[config.mk]
export PLATFORM = sky130hd
export DESIGN_NAME = mbit_carry_unit
export DESIGN_NICKNAME = d
export VERILOG_FILES = /design/src/rtl/mbit_pkg.sv /design/src/rtl/mbit_decode.sv /design/src/rtl/mbit_addr.sv /design/src/rtl/mbit_bitop.sv /design/src/rtl/mbit_carry_unit.sv
export SDC_FILE = /design/constraint.sdc
export NUM_CORES = 1
export LEC_CHECK = 0
export CAP_MARGIN = 20
export CORE_MARGIN = 4
export CORE_UTILIZATION = 51
export DETAILED_ROUTE_END_ITERATION = 10
export PLACE_DENSITY = 0.81
export SETUP_SLACK_MARGIN = 0.05
export SLEW_MARGIN = 25
export SYNTH_ARGS = -nofsm -noshare
export SYNTH_HDL_FRONTEND = slang
export SYNTH_HIERARCHICAL = 1
export SYNTH_SLANG_ARGS = --single-unit
[constraint.sdc]
create_clock -name clk -period 2.5 [get_ports clk]
set_input_delay 0.375 -clock clk [delete_from_list [all_inputs] [get_ports clk]]
set_output_delay 0.375 -clock clk [all_outputs]
set_load 0.005 [all_outputs]
[src/rtl/mbit_pkg.sv]
package mbit_pkg;

  localparam logic [7:0] OPC_AND  = 8'h4A;
  localparam logic [7:0] OPC_ANDN = 8'h6A;
  localparam logic [7:0] OPC_XOR  = 8'h8A;
  localparam logic [7:0] OPC_OR   = 8'h0A;
  localparam logic [7:0] OPC_ORN  = 8'h2A;
  localparam logic [7:0] OPC_FLIP = 8'hEA;

  typedef enum logic [2:0] {
    K_AND, K_ANDN, K_XOR, K_OR, K_ORN, K_FLIP, K_BAD
  } bit_kind_t;

  typedef enum logic [2:0] {
    ST_IDLE, ST_LO, ST_HI, ST_TGT, ST_TAIL
  } seq_state_t;

endpackage

[src/rtl/mbit_decode.sv]
module mbit_decode
  import mbit_pkg::*;
(
  input  logic [7:0] opcode,
  output bit_kind_t  kind,
  output logic       valid,
  output logic       long_op
);
  always_comb begin
    valid   = 1'b1;
    long_op = 1'b1;
    kind    = K_BAD;
    case (opcode)
      OPC_AND:  begin kind = K_AND;  long_op = 1'b0; end
      OPC_ANDN: begin kind = K_ANDN; long_op = 1'b0; end
      OPC_XOR:  kind = K_XOR;
      OPC_OR:   kind = K_OR;
      OPC_ORN:  kind = K_ORN;
      OPC_FLIP: kind = K_FLIP;
      default:  begin valid = 1'b0; long_op = 1'b0; end
    endcase
  end
endmodule

[src/rtl/mbit_addr.sv]
module mbit_addr #(
  parameter int DATA_W = 8,
  parameter int ADDR_W = 16
) (
  input  logic [DATA_W-1:0]         lo,
  input  logic [DATA_W-1:0]         hi,
  output logic [ADDR_W-1:0]         tgt,
  output logic [$clog2(DATA_W)-1:0] idx
);
  localparam int IDX_W   = $clog2(DATA_W);
  localparam int OPND_W  = 2 * DATA_W;
  localparam int BYTE_AW = OPND_W - IDX_W;

  logic [OPND_W-1:0] opnd;

  always_comb begin
    opnd = {hi, lo};
    idx  = opnd[OPND_W-1 -: IDX_W];
    tgt  = '0;
    tgt[BYTE_AW-1:0] = opnd[BYTE_AW-1:0];
  end
endmodule

[src/rtl/mbit_bitop.sv]
module mbit_bitop
  import mbit_pkg::*;
#(
  parameter int DATA_W = 8
) (
  input  bit_kind_t                 kind,
  input  logic                      cin,
  input  logic [DATA_W-1:0]         byte_in,
  input  logic [$clog2(DATA_W)-1:0] idx,
  output logic                      cout,
  output logic [DATA_W-1:0]         byte_out
);
  logic [DATA_W-1:0] mask;
  logic              sel;

  for (genvar g = 0; g < DATA_W; g++) begin : g_mask
    assign mask[g] = (idx == g);
  end

  always_comb begin
    sel      = |(byte_in & mask);
    byte_out = byte_in ^ mask;
    case (kind)
      K_AND:   cout = cin & sel;
      K_ANDN:  cout = cin & ~sel;
      K_XOR:   cout = cin ^ sel;
      K_OR:    cout = cin | sel;
      K_ORN:   cout = cin | ~sel;
      default: cout = cin;
    endcase
  end
endmodule

[src/rtl/mbit_carry_unit.sv]
module mbit_carry_unit
  import mbit_pkg::*;
#(
  parameter int DATA_W = 8,
  parameter int ADDR_W = 16
) (
  input  logic              clk,
  input  logic              rst,
  input  logic              start,
  input  logic [7:0]        opcode,
  input  logic [ADDR_W-1:0] op_ptr,
  input  logic              carry_in,
  output logic [ADDR_W-1:0] mem_addr,
  output logic              mem_rd,
  output logic              mem_wr,
  output logic [DATA_W-1:0] mem_wdata,
  input  logic [DATA_W-1:0] mem_rdata,
  output logic              carry_out,
  output logic              busy,
  output logic              done,
  output logic              err
);
  localparam int IDX_W   = $clog2(DATA_W);
  localparam int BYTE_AW = 2 * DATA_W - IDX_W;

  seq_state_t        state;
  bit_kind_t         dec_kind, kind_q;
  logic              dec_valid, dec_long, long_q;
  logic              cin_q, pend_q;
  logic [DATA_W-1:0] lo_q;
  logic [IDX_W-1:0]  idx_q, calc_idx;
  logic [ADDR_W-1:0] calc_tgt;
  logic              op_cout;
  logic [DATA_W-1:0] op_byte;
  logic              accept;

  mbit_decode u_dec (
    .opcode (opcode),
    .kind   (dec_kind),
    .valid  (dec_valid),
    .long_op(dec_long)
  );

  mbit_addr #(.DATA_W(DATA_W), .ADDR_W(ADDR_W)) u_addr (
    .lo (lo_q),
    .hi (mem_rdata),
    .tgt(calc_tgt),
    .idx(calc_idx)
  );

  mbit_bitop #(.DATA_W(DATA_W)) u_op (
    .kind    (kind_q),
    .cin     (cin_q),
    .byte_in (mem_rdata),
    .idx     (idx_q),
    .cout    (op_cout),
    .byte_out(op_byte)
  );

  assign accept = start && (state == ST_IDLE);
  assign busy   = (state != ST_IDLE);

  always_ff @(posedge clk) begin
    if (rst) begin
      state     <= ST_IDLE;
      kind_q    <= K_BAD;
      long_q    <= 1'b0;
      cin_q     <= 1'b0;
      pend_q    <= 1'b0;
      lo_q      <= '0;
      idx_q     <= '0;
      mem_addr  <= '0;
      mem_rd    <= 1'b0;
      mem_wr    <= 1'b0;
      mem_wdata <= '0;
      carry_out <= 1'b0;
      done      <= 1'b0;
      err       <= 1'b0;
    end else begin
      err <= 1'b0;
      case (state)
        ST_IDLE: begin
          if (accept) begin
            if (dec_valid) begin
              kind_q   <= dec_kind;
              long_q   <= dec_long;
              cin_q    <= carry_in;
              mem_addr <= op_ptr;
              mem_rd   <= 1'b1;
              state    <= ST_LO;
            end else begin
              err <= 1'b1;
            end
          end
        end
        ST_LO: begin
          lo_q     <= mem_rdata;
          mem_addr <= mem_addr + 1'b1;
          state    <= ST_HI;
        end
        ST_HI: begin
          mem_addr <= calc_tgt;
          idx_q    <= calc_idx;
          done     <= !long_q;
          state    <= ST_TGT;
        end
        ST_TGT: begin
          mem_rd <= 1'b0;
          if (!long_q) begin
            carry_out <= op_cout;
            done      <= 1'b0;
            state     <= ST_IDLE;
          end else begin
            pend_q    <= op_cout;
            mem_wr    <= (kind_q == K_FLIP);
            mem_wdata <= op_byte;
            done      <= 1'b1;
            state     <= ST_TAIL;
          end
        end
        ST_TAIL: begin
          carry_out <= pend_q;
          mem_wr    <= 1'b0;
          done      <= 1'b0;
          state     <= ST_IDLE;
        end
        default: state <= ST_IDLE;
      endcase
    end
  end


  carry_hold_chk: assert property (@(posedge clk) disable iff (rst)
    !done |=> $stable(carry_out));


  done_pulse_chk: assert property (@(posedge clk) disable iff (rst)
    done |=> !done);


  wb_same_addr_chk: assert property (@(posedge clk) disable iff (rst)
    mem_wr |-> ($past(mem_rd) && mem_addr == $past(mem_addr)));


  tgt_upper_zero_chk: assert property (@(posedge clk) disable iff (rst)
    (state == ST_TGT) |-> ((mem_addr >> BYTE_AW) == '0));


  err_quiet_chk: assert property (@(posedge clk) disable iff (rst)
    err |-> (!mem_rd && !mem_wr && !done && !busy));


  rd_wr_excl_chk: assert property (@(posedge clk) disable iff (rst)
    !(mem_rd && mem_wr));

endmodule

==> impl_metrics.toml <==
[die]
ioPinCount = 66
die_w_um = 83.6
die_h_um = 83.6
start_util = 0.529
num_rows = 27
coreArea_um2 = 5510
die_area_um2 = 6980

[power]
ir_worst_vdd_mv = 0.320
p_leak_nw = 1.37
p_sw_frac = 0.226
finalPower_mw = 1.60
combPwrFrac = 0.127
power_frac_seq = 0.508
power_switching_uw = 361
pwr-share-clk = 0.365
internal_power_mw = 1.24
p_per_area_nw_per_um2 = 440

[sta]
worstMarginPinSlew_ns = 0.613
setup_slack_ns = 0.333
setup_violations = 0
min_period_over_period = 0.867
setup_tns_ns = 0
clock_skew_ns = 0.00730
slew_viol_final = 0
fin_crit_ns = 2.17
rsz0062_at_grt = "no"
slew_headroom = 0.591
max_clock_freq_mhz = 461
hold_viol = 0

[logic_synthesis]
yosys_warnings = 6
syn_inst = 369
synth_area_per_cell_um2 = 7.89
yosysTopAreaCell = "dfxtp_1"
synth.distinct_cells = 59
seq_area_frac_synth = 0.337
async_flop_share = 0
yosysTopAreaCellShare = 0.337
ys.flop_type = "dfxtp_1"
synth_area_leaders = "dfxtp_1 34%, nand2_1 7.6%, a21oi_1 6.2%"
synth_seq_cells = 49
synth_edf_count = 0
syn-cell-area_um2 = 2910
synthTopCellsByCount = "59 x nand2_1, 49 x dfxtp_1, 37 x nor2_1"
yosysMostFrequentCell = "nand2_1"

[finish]
syn_to_final_growth_pct = 24.6
final_cells = 490
nets = 462
drive_above_1_share = 0.0837
n_antenna_cell = 0
fin_util = 0.659

[placed_design]
post-place-ws_ns = 0.0111
placed_cells = 482
place.port_buffers = 65
routabilityCongestion = 0.851
place_hpwl_um = 5630

[routing]
ant_nets = 0
avgRoutedWirePerCell_um = 15.1
drt-total-wl_um = 7410
viasPerCell = 5.67
drc = 0
vias = 2776
drtIter0Drc = 205
first_pass_iters = 4

[cts]
htree_levels = 2
cts_resized = 0
cts_tree = "done"
cts_hold_buffers = 0
clkSinkCount = 49
cts_buffers = 5
postCtsSetupBuffers = 0
clk_pin_slew_worst_paths_ns = 0.09
root_buffer = "clkbuf_8"
cts_buffer_depth = 2
clk_latency_ns = 0.30

[worst_setup_path]
cp.buffers_inverters = 1
critPathMostFrequentCell = "a21oi_1"
critPathTopFamily = "compound AO/OA/AOI/OAI gates"
path_class = "in -> reg"
path_cells = "clkdlybuf4s50_1, nor4b_4, nand2_2, a21oi_1, nand2_1, a21o_1, a221o_1, a21oi_1, nor3_1"
slowest_stage = "clkdlybuf4s50_1"
arrival_ns = 2.33
slowest_delay_ns = 0.44
crit_fanout = 8
cp.required_ns = 2.67
worst_setup_path_end_kind = "flop"
start_kind = "primary input"

[global_routing]
grt_first_pass_wirelength_um = 12300
grt_max_degree = 20
grt_pass1_vias = 2646
overflow = 0
globalRouteTotalUtil = 0.209
antenna_found_initial = 0

[status]
outcome = "completed"

[min_path]
hold_path.class = "reg -> reg"

[run]
cap_violations = 0
flip-flops by register name, indices dropped and copies added, names as in the netlist:
register and count:
mem_wr 1, kind_q 3, err 1, lo_q 8, carry_out 1, idx_q 3
pend_q 1, mem_addr 16, long_q 1, state 3, mem_wdata 8, cin_q 1
done 1, mem_rd 1
routing by layer:
layer  GRT usage  vias to the layer above  share of wire
met2       0.366                       74           0.49
met4      0.0439                        0         0.0092
met5           0                        -              0
met1       0.267                     1321           0.45
li1            -                     1374              -
met3      0.0424                        7          0.050
placed cells by master, fill, tap and decap left out, types with 4 or more instances in the layout:
master	instances
a211oi_1	6
a21oi_1	36
a22oi_1	5
a31oi_1	8
buf_4	14
clkbuf_8	6
clkdlybuf4s50_1	65
dfxtp_1	49
ha_1	9
inv_1	9
mux2i_1	9
nand2_1	59
nand2b_1	4
nand3_1	11
nor2_1	37
nor2b_1	4
nor3_1	8
nor3b_1	4
o21ai_0	10
tightest hold or removal path, cell delays in order (launching register included):
cell and delay (ns):
dfxtp_1 0.32, nand2_1 0.05, a21oi_1 0.05
worst paths after layout:
| check | start | endpoint | slack [ns] | cells after the start |
|---|---|---|---|---|
| max | opcode[0] | mem_addr[3] | 0.33 | 9 |
| min reg2reg | mem_wdata[7] | mem_wdata[7] | 0.46 | 2 |
| max reg2reg | idx_q[0] | carry_out | 0.49 | 8 |
| min | mem_wdata[7] | mem_wdata[7] | 0.46 | 2 |
logic make-up (layout without fill, tap and decap cells):
family / after synthesis / after routing / synth area share
AOI/OAI and AO/OA: 89 / 89 / 0.196
other: 1 / 3 / 0.00129
DFF: 49 / 49 / 0.337
buffers and inverters: 49 / 96 / 0.100
xor gates and xnor gates: 5 / 5 / 0.0150
adders and majority gates: 10 / 10 / 0.0421
muxes: 9 / 9 / 0.0309
and+or+nand+nor: 157 / 157 / 0.278
cell type report:
| cell class | instances | area (µm²) |
|---|---|---|
| Tap cell | 72 | 90.1 |
| Sequential cell | 49 | 981 |
| Inverter | 9 | 33.8 |
| Clock inverter | 1 | 30.0 |
| Clock buffer | 7 | 86.3 |
| Fill cell | 482 | 1880 |
| Multi-Input combinational cell | 273 | 1650 |
| Timing Repair Buffer | 79 | 756 |
power by group through the flow:
| stage | Clock (mW) | Sequential (mW) | Combinational [mW] |
|---|---|---|---|
| 2_1_floorplan | 0 | 0.826 | 0.101 |
| 3_3_place_gp | 0 | 0.829 | 0.199 |
| 3_5_place_dp | 0 | 0.830 | 0.201 |
| 4_1_cts | 0.590 | 0.812 | 0.202 |
| 5_1_grt | 0.622 | 0.815 | 0.221 |
| 6_report | 0.583 | 0.812 | 0.202 |
per-stage QoR:
stage / area [µm²] / hold WS (ns)
finish: 3630 / 0.464
global route: 3630 / 0.487
CTS: 3630 / 0.467
detailed placement: 3510 / 0.451
global placement: 3510 / 0.446
floorplan: 2920 / 0.437
Note: power is estimated with default switching activity, not from simulation.
